### config.mk
export PLATFORM = sky130hd
export DESIGN_NAME = fdma_top
export DESIGN_NICKNAME = d
export VERILOG_FILES = /design/src/rtl/fdma_pkg.sv /design/src/rtl/fdma_lane_dec.sv /design/src/rtl/fdma_shifter.sv /design/src/rtl/fdma_top.sv
export SDC_FILE = /design/constraint.sdc
export NUM_CORES = 1
export LEC_CHECK = 0
export BUFFER_PORTS_ARGS = -buffer_cell sky130_fd_sc_hd__buf_2
export CORE_MARGIN = 2
export CORE_UTILIZATION = 55
export CTS_CLUSTER_DIAMETER = 100
export CTS_CLUSTER_SIZE = 30
export DETAILED_ROUTE_END_ITERATION = 7
export GPL_ROUTABILITY_DRIVEN = 0
export HOLD_SLACK_MARGIN = 0.05
export PLACE_DENSITY = 0.87
export REMOVE_ABC_BUFFERS = 1
export SYNTH_ARGS = -nofsm -noshare
export SYNTH_HDL_FRONTEND = slang
export SYNTH_SLANG_ARGS = --single-unit
### constraint.sdc
create_clock -name clk -period 6 [get_ports clk]
set_input_delay 0.3 -clock clk [delete_from_list [all_inputs] [get_ports clk]]
set_output_delay 0.3 -clock clk [all_outputs]
set_load 0.01 [all_outputs]
### src/rtl/fdma_pkg.sv
package fdma_pkg;

  typedef enum logic [1:0] {
    LW1 = 2'd0,
    LW2 = 2'd1,
    LW4 = 2'd2
  } lane_w_e;

  typedef enum logic [3:0] {
    ST_IDLE, ST_CMD, ST_ADDR, ST_DUMMY, ST_RSHIFT,
    ST_RSTORE, ST_WFETCH, ST_WSHIFT, ST_END
  } st_e;

  localparam int MODE_NORMAL_BIT = 0;
  localparam int MODE_ADDR4_BIT  = 10;
  localparam int CTRL_START_BIT  = 0;
  localparam int CTRL_DIR_BIT    = 1;

  function automatic logic [3:0] lane_mask(lane_w_e w);
    case (w)
      LW2:     lane_mask = 4'b0011;
      LW4:     lane_mask = 4'b1111;
      default: lane_mask = 4'b0001;
    endcase
  endfunction

  function automatic logic [2:0] beats_less_one(lane_w_e w);
    case (w)
      LW2:     beats_less_one = 3'd3;
      LW4:     beats_less_one = 3'd1;
      default: beats_less_one = 3'd7;
    endcase
  endfunction

endpackage

### src/rtl/fdma_lane_dec.sv
module fdma_lane_dec
  import fdma_pkg::*;
(
  input  logic [2:0] if_type,
  output lane_w_e    addr_w,
  output lane_w_e    data_w
);
  always_comb begin
    addr_w = LW1;
    data_w = LW1;
    case (if_type)
      3'd1: data_w = LW2;
      3'd2: begin addr_w = LW2; data_w = LW2; end
      3'd3: data_w = LW4;
      3'd4: begin addr_w = LW4; data_w = LW4; end
      default: ;
    endcase
  end
endmodule

### src/rtl/fdma_shifter.sv
module fdma_shifter
  import fdma_pkg::*;
(
  input  logic       clk,
  input  logic       rst,
  input  logic       load,
  input  logic [7:0] tx_byte,
  input  lane_w_e    width,
  input  logic       drive,
  input  logic [3:0] io_in,
  output logic       sck,
  output logic [3:0] io_out,
  output logic [3:0] io_oe,
  output logic       idle,
  output logic [7:0] rx_byte
);
  logic       active_q, phase_q, drv_q;
  logic [7:0] sh_q, rx_q;
  logic [2:0] beats_q;
  lane_w_e    wid_q;

  always_ff @(posedge clk) begin
    if (rst) begin
      active_q <= 1'b0;
      phase_q  <= 1'b0;
      drv_q    <= 1'b0;
      sh_q     <= '0;
      rx_q     <= '0;
      beats_q  <= '0;
      wid_q    <= LW1;
    end else if (load && !active_q) begin
      active_q <= 1'b1;
      phase_q  <= 1'b0;
      sh_q     <= tx_byte;
      wid_q    <= width;
      drv_q    <= drive;
      beats_q  <= beats_less_one(width);
    end else if (active_q) begin
      if (!phase_q) begin
        phase_q <= 1'b1;
      end else begin
        phase_q <= 1'b0;
        case (wid_q)
          LW2: begin
            sh_q <= {sh_q[5:0], 2'b00};
            rx_q <= {rx_q[5:0], io_in[1:0]};
          end
          LW4: begin
            sh_q <= {sh_q[3:0], 4'b0000};
            rx_q <= {rx_q[3:0], io_in};
          end
          default: begin
            sh_q <= {sh_q[6:0], 1'b0};
            rx_q <= {rx_q[6:0], io_in[1]};
          end
        endcase
        if (beats_q == 3'd0) active_q <= 1'b0;
        else                 beats_q  <= beats_q - 3'd1;
      end
    end
  end

  always_comb begin
    io_out = 4'b0000;
    if (active_q) begin
      case (wid_q)
        LW2:     io_out = {2'b00, sh_q[7:6]};
        LW4:     io_out = sh_q[7:4];
        default: io_out = {3'b000, sh_q[7]};
      endcase
    end
  end

  assign io_oe   = (active_q && drv_q) ? lane_mask(wid_q) : 4'b0000;
  assign sck     = active_q & phase_q;
  assign idle    = ~active_q;
  assign rx_byte = rx_q;
endmodule

### src/rtl/fdma_top.sv
module fdma_top
  import fdma_pkg::*;
#(
  parameter int ADDR_W    = 32,
  parameter int LEN_W     = 28,
  parameter int MAX_BURST = 4096
) (
  input  logic              clk,
  input  logic              rst,
  input  logic [10:0]       mode_reg,
  input  logic [9:0]        op_cfg,
  input  logic [31:0]       flash_addr,
  input  logic [ADDR_W-1:0] mem_base,
  input  logic [LEN_W-1:0]  xfer_len,
  input  logic              ctrl_we,
  input  logic [23:0]       ctrl_word,
  input  logic              done_clr,
  output logic              done,
  output logic              spi_sck,
  output logic              spi_cs_n,
  output logic [3:0]        spi_io_out,
  output logic [3:0]        spi_io_oe,
  input  logic [3:0]        spi_io_in,
  output logic              mem_req,
  output logic              mem_we,
  output logic [ADDR_W-1:0] mem_addr,
  output logic [7:0]        mem_wdata,
  input  logic [7:0]        mem_rdata,
  input  logic              mem_ack
);
  localparam int CNT_W = $clog2(MAX_BURST + 1);

  st_e               state_q;
  logic              dir_wr_q, addr4_q, pend_q, cs_n_q, done_q;
  logic              req_q, we_q;
  logic [7:0]        opcode_q, byte_buf_q, wdata_q;
  logic [3:0]        dummy_q;
  logic [31:0]       fa_sh_q;
  logic [CNT_W-1:0]  cnt_q, len_q;
  logic [ADDR_W-1:0] maddr_q;
  lane_w_e           aw_q, dw_q, dec_aw, dec_dw;

  logic              sh_load, sh_drive, sh_idle;
  logic [7:0]        sh_byte, sh_rx;
  lane_w_e           sh_w;
  logic              ready, fin, start_ok;
  logic [CNT_W-1:0]  len_clamped;
  st_e               data_st;

  logic unused_bits;
  assign unused_bits = ^{mode_reg[9:1], op_cfg[6:4], ctrl_word[7:2]};

  fdma_lane_dec u_dec (
    .if_type (op_cfg[9:7]),
    .addr_w  (dec_aw),
    .data_w  (dec_dw)
  );

  fdma_shifter u_sh (
    .clk     (clk),
    .rst     (rst),
    .load    (sh_load),
    .tx_byte (sh_byte),
    .width   (sh_w),
    .drive   (sh_drive),
    .io_in   (spi_io_in),
    .sck     (spi_sck),
    .io_out  (spi_io_out),
    .io_oe   (spi_io_oe),
    .idle    (sh_idle),
    .rx_byte (sh_rx)
  );

  assign ready    = sh_idle && !pend_q;
  assign fin      = sh_idle && pend_q;
  assign start_ok = ctrl_we && ctrl_word[CTRL_START_BIT] &&
                    mode_reg[MODE_NORMAL_BIT] && (state_q == ST_IDLE);
  assign len_clamped = (xfer_len > LEN_W'(MAX_BURST)) ? CNT_W'(MAX_BURST)
                                                      : xfer_len[CNT_W-1:0];

  always_comb begin
    if (len_q == '0)  data_st = ST_END;
    else if (dir_wr_q) data_st = ST_WFETCH;
    else               data_st = ST_RSHIFT;
  end

  always_comb begin
    sh_byte  = 8'h00;
    sh_w     = LW1;
    sh_drive = 1'b0;
    sh_load  = 1'b0;
    case (state_q)
      ST_CMD:    begin sh_byte = opcode_q;        sh_drive = 1'b1; sh_load = ready; end
      ST_ADDR:   begin sh_byte = fa_sh_q[31:24];  sh_w = aw_q; sh_drive = 1'b1; sh_load = ready; end
      ST_DUMMY:  begin sh_w = aw_q; sh_load = ready; end
      ST_RSHIFT: begin sh_byte = 8'hFF; sh_w = dw_q; sh_load = ready; end
      ST_WSHIFT: begin sh_byte = byte_buf_q; sh_w = dw_q; sh_drive = 1'b1; sh_load = ready; end
      default: ;
    endcase
  end

  always_ff @(posedge clk) begin
    if (rst) begin
      state_q    <= ST_IDLE;
      dir_wr_q   <= 1'b0;
      addr4_q    <= 1'b0;
      pend_q     <= 1'b0;
      cs_n_q     <= 1'b1;
      done_q     <= 1'b0;
      req_q      <= 1'b0;
      we_q       <= 1'b0;
      opcode_q   <= '0;
      byte_buf_q <= '0;
      wdata_q    <= '0;
      dummy_q    <= '0;
      fa_sh_q    <= '0;
      cnt_q      <= '0;
      len_q      <= '0;
      maddr_q    <= '0;
      aw_q       <= LW1;
      dw_q       <= LW1;
    end else begin
      if (done_clr) done_q <= 1'b0;
      case (state_q)
        ST_IDLE: if (start_ok) begin
          state_q  <= ST_CMD;
          cs_n_q   <= 1'b0;
          dir_wr_q <= ctrl_word[CTRL_DIR_BIT];
          opcode_q <= ctrl_word[CTRL_DIR_BIT] ? ctrl_word[15:8] : ctrl_word[23:16];
          dummy_q  <= ctrl_word[CTRL_DIR_BIT] ? 4'd0 : op_cfg[3:0];
          addr4_q  <= mode_reg[MODE_ADDR4_BIT];
          fa_sh_q  <= mode_reg[MODE_ADDR4_BIT] ? flash_addr : {flash_addr[23:0], 8'h00};
          aw_q     <= dec_aw;
          dw_q     <= dec_dw;
          len_q    <= len_clamped;
          maddr_q  <= mem_base;
        end
        ST_CMD: begin
          if (ready) pend_q <= 1'b1;
          if (fin) begin
            pend_q  <= 1'b0;
            state_q <= ST_ADDR;
            cnt_q   <= addr4_q ? CNT_W'(4) : CNT_W'(3);
          end
        end
        ST_ADDR: begin
          if (ready) begin
            pend_q  <= 1'b1;
            fa_sh_q <= {fa_sh_q[23:0], 8'h00};
          end
          if (fin) begin
            pend_q <= 1'b0;
            if (cnt_q == CNT_W'(1)) begin
              if (dummy_q != 4'd0) begin
                state_q <= ST_DUMMY;
                cnt_q   <= CNT_W'(dummy_q);
              end else begin
                state_q <= data_st;
                cnt_q   <= len_q;
                req_q   <= (data_st == ST_WFETCH);
                we_q    <= 1'b0;
              end
            end else begin
              cnt_q <= cnt_q - CNT_W'(1);
            end
          end
        end
        ST_DUMMY: begin
          if (ready) pend_q <= 1'b1;
          if (fin) begin
            pend_q <= 1'b0;
            if (cnt_q == CNT_W'(1)) begin
              state_q <= data_st;
              cnt_q   <= len_q;
              req_q   <= (data_st == ST_WFETCH);
              we_q    <= 1'b0;
            end else begin
              cnt_q <= cnt_q - CNT_W'(1);
            end
          end
        end
        ST_RSHIFT: begin
          if (ready) pend_q <= 1'b1;
          if (fin) begin
            pend_q  <= 1'b0;
            req_q   <= 1'b1;
            we_q    <= 1'b1;
            wdata_q <= sh_rx;
            state_q <= ST_RSTORE;
          end
        end
        ST_RSTORE: if (mem_ack) begin
          req_q   <= 1'b0;
          maddr_q <= maddr_q + ADDR_W'(1);
          if (cnt_q == CNT_W'(1)) state_q <= ST_END;
          else begin
            cnt_q   <= cnt_q - CNT_W'(1);
            state_q <= ST_RSHIFT;
          end
        end
        ST_WFETCH: if (mem_ack) begin
          req_q      <= 1'b0;
          byte_buf_q <= mem_rdata;
          maddr_q    <= maddr_q + ADDR_W'(1);
          state_q    <= ST_WSHIFT;
        end
        ST_WSHIFT: begin
          if (ready) pend_q <= 1'b1;
          if (fin) begin
            pend_q <= 1'b0;
            if (cnt_q == CNT_W'(1)) state_q <= ST_END;
            else begin
              cnt_q   <= cnt_q - CNT_W'(1);
              req_q   <= 1'b1;
              we_q    <= 1'b0;
              state_q <= ST_WFETCH;
            end
          end
        end
        ST_END: begin
          cs_n_q  <= 1'b1;
          done_q  <= 1'b1;
          state_q <= ST_IDLE;
        end
        default: state_q <= ST_IDLE;
      endcase
    end
  end

  assign done      = done_q;
  assign spi_cs_n  = cs_n_q;
  assign mem_req   = req_q;
  assign mem_we    = we_q;
  assign mem_addr  = maddr_q;
  assign mem_wdata = wdata_q;
endmodule

==> results.md <==
* Status: complete, no violations
* Vias in the first global route at 7725
* Post-synth EDFFs at 0
* GR Overflow Total at 0
* Seq/Total Area, Yosys at 37.2%
* Part of the cycle the worst path needs at 50.1%
* DRT Pass-1 Iters at 5
* First-pass GRT wire length at 36800 um
* Mean Syn Cell Area at 7.62 um^2
* H-tree levels at 4
* Synth unique cells at 56
* Unrepaired setup endpoints after global routing: no
* Fin crit period at 3.01 ns
* Post-Route WL at 22800 um
* Main flop type after synthesis: dfxtp_1
* Layout cells sized above 1 at 18.8%
* TritonCTS Buffers at 17
* CP startpoint kind: flop
* # Post-CTS Setup Buffers at 0
* Post_cts resized at 0
* Tot GR Track Use at 27.4%
* Sw frac at 26.7%
* Fin nets at 1402
* Asr flop ratio synth at 0%
* DR vias/cell at 6.04
* Final hold vios at 0
* Max Cap Viol at 0
* Relative slew slack at 19.1%
* Int Pwr at 1820 uW
* Clock-pin slew on the worst setup and hold paths at 0.07 ns
* Initial antenna violation count at 0
* DRC Markers at 0
* Total clock sinks at 157
* Synth Cell Area at 8450 um^2
* Worst-Margin Slew at 1.21 ns
* Drt initial violations at 808
* Synthesis Warnings at 0
* Post-synthesis register bit count at 157
* # setup viols final at 0
* Initial core utilization at 56.0%
* Most frequent cells in the layout: buf_2 (187), nor2_1 (160), dfxtp_1 (157)
* Max VDD drop at 0.209 mV
* Leakage power at 0.00398 uW
* Most common cell after layout, fill and taps aside: buf_2
* Power Dens Cells at 248 nW/um^2
* CTS Hold Buffers Added at 0
* PortBufs at 188
* Sw power at 662 uW
* Crit end category: flop
* Synth Instances at 1109
* CTS max path bufs at 2
* Fmax at 0.332 GHz
* Reg power frac at 45.0%
* Clock power share at 44.0%
* Core box area at 15100 um^2
* Worst hold slack at 0.108 ns
* CP arrival at 3.30 ns
* Die ar. at 16400 um^2
* Crit Path Category: flop to flop
* Placement Rows at 45
* Die width at 128 um
* Clk_lat worst skew at 0.43 ns
* Area grow syn2layout at 18.0%
* Top Ports at 207
* HPWL after DPL at 15200 um
* Setup TNS at 0 ns
* DR WL/cell at 15.9 um
* CTS tree: built
* Clk_skew at 0.00977 ns
* Hold Crit Class: input pin to flop
* Vias at 8708
* Comb pwr share at 11.0%
* DRT antenna net count at 0
* Die height at 128 um
* Largest net degree at the start of global routing at 78
* Worst EP required at 6.29 ns
* CTS root buf: clkbuf_16
* Final Slew Violations at 0
* Critical Path Fanout Max at 25
* Ant diodes at 0
synth_stat cells, drive strengths merged (4+ instances only):
| cell | n | area share, % |
|---|---|---|
| and3 | 8 | 0.59 |
| a21oi | 113 | 6.7 |
| xnor2 | 7 | 0.73 |
| nand3b | 7 | 0.62 |
| xor2 | 4 | 0.41 |
| o2bb2ai | 8 | 0.83 |
| nor3b | 4 | 0.36 |
| nor4 | 19 | 1.4 |
| a31oi | 6 | 0.44 |
| and4 | 4 | 0.41 |
| a21o | 15 | 1.3 |
| a211oi | 50 | 4.4 |
| nand2b | 8 | 0.59 |
| o22ai | 9 | 0.67 |
| o31ai | 8 | 0.71 |
| or3 | 7 | 0.52 |
| a32oi | 4 | 0.41 |
| nand4 | 10 | 0.74 |
| nand3 | 28 | 1.7 |
| inv | 12 | 0.53 |
| nand2 | 115 | 5.1 |
| nor2b | 9 | 0.67 |
| and2 | 9 | 0.67 |
| a311oi | 4 | 0.41 |
| a22oi | 45 | 4.0 |
| clkbuf | 71 | 3.2 |
| o211ai | 6 | 0.53 |
| o21ai | 62 | 3.7 |
| ha | 8 | 1.2 |
| dfxtp | 157 | 37 |
| nor3 | 34 | 2.0 |
| mux2i | 52 | 6.2 |
| nor2 | 160 | 7.1 |
| buf | 18 | 1.1 |
worst paths after layout:
kind              depth (start not counted)                     from                          to  slack (ns)
hold / removal                            3             mem_rdata[5]  byte_buf_q[5]$_SDFFE_PP0P_        0.11
setup reg to reg                          6  state_q[0]$_SDFFE_PP0P_   u_sh.sh_q[2]$_SDFFE_PP0P_        2.99
hold reg to reg                           2  fa_sh_q[4]$_SDFFE_PP0P_     fa_sh_q[4]$_SDFFE_PP0P_        0.45
setup / recovery                          6  state_q[0]$_SDFFE_PP0P_   u_sh.sh_q[2]$_SDFFE_PP0P_        2.99
per-stage QoR:
step	util [%]	total power [uW]	cell area [um^2]	worst slack, ns	instances
floorplan	-	1280	8100	2.54	1020
global placement	62.2	1400	9390	3.10	1409
finish	66.1	2480	9970	2.99	1441
global route	66.1	2570	9970	2.68	1441
CTS	66.1	2480	9970	3.04	1441
detailed placement	62.2	1410	9390	3.07	1409
sequential cells by signal, indices dropped and copies added (netlist names), 8 cells and up:
signal	cells
byte_buf_q	8
cnt_q	13
fa_sh_q	32
len_q	13
mem_addr	32
mem_wdata	8
opcode_q	8
u_sh.rx_byte	8
u_sh.sh_q	8
routing by layer:
layer  track usage, %  part of all wire [%]  vias up
met4             10.2                   2.2        0
li1                 -                     -     4296
met5                0                     0        -
met3             4.51                   6.5       39
met1             36.3                    44     4047
met2             45.1                    47      326
logic make-up (layout without fill, tap and decap cells):
kind of cell	count (synthesis)	after routing	synth area share, %
xor gates and xnor gates	11	11	1.14
adders and majority gates	8	8	1.18
AOI/OAI and AO/OA	351	351	26.4
and+or+nand+nor	429	429	23.2
DFF	157	157	37.2
muxes	52	52	6.16
buffers and inverters	101	245	4.74
critical path, cell delays in order (launching register included):
cell	delay, ns
dfxtp_1	0.84
xor2_1	0.30
a2111o_1	0.50
nor2_1	0.81
o22ai_1	0.18
a21oi_1	0.19
nor2_1	0.05
cell type report:
cell class | count | area [um^2]
clock buffer | 18 | 429
clock inverter | 14 | 159
fill | 1294 | 5110
inverter | 12 | 45.0
multi-input combinational | 851 | 4920
sequential | 157 | 3140
tap | 188 | 235
timing repair buffer | 201 | 1040
power groups by stage:
| stage | logic, uW | clock network, uW | registers [uW] |
|---|---|---|---|
| after floorplan | 145 | 0 | 1130 |
| after global placement | 262 | 0 | 1140 |
| after detailed placement | 270 | 0 | 1140 |
| after CTS | 272 | 1100 | 1110 |
| after global routing | 303 | 1150 | 1120 |
| final | 273 | 1090 | 1110 |
Power figures use the tool's default switching activity.
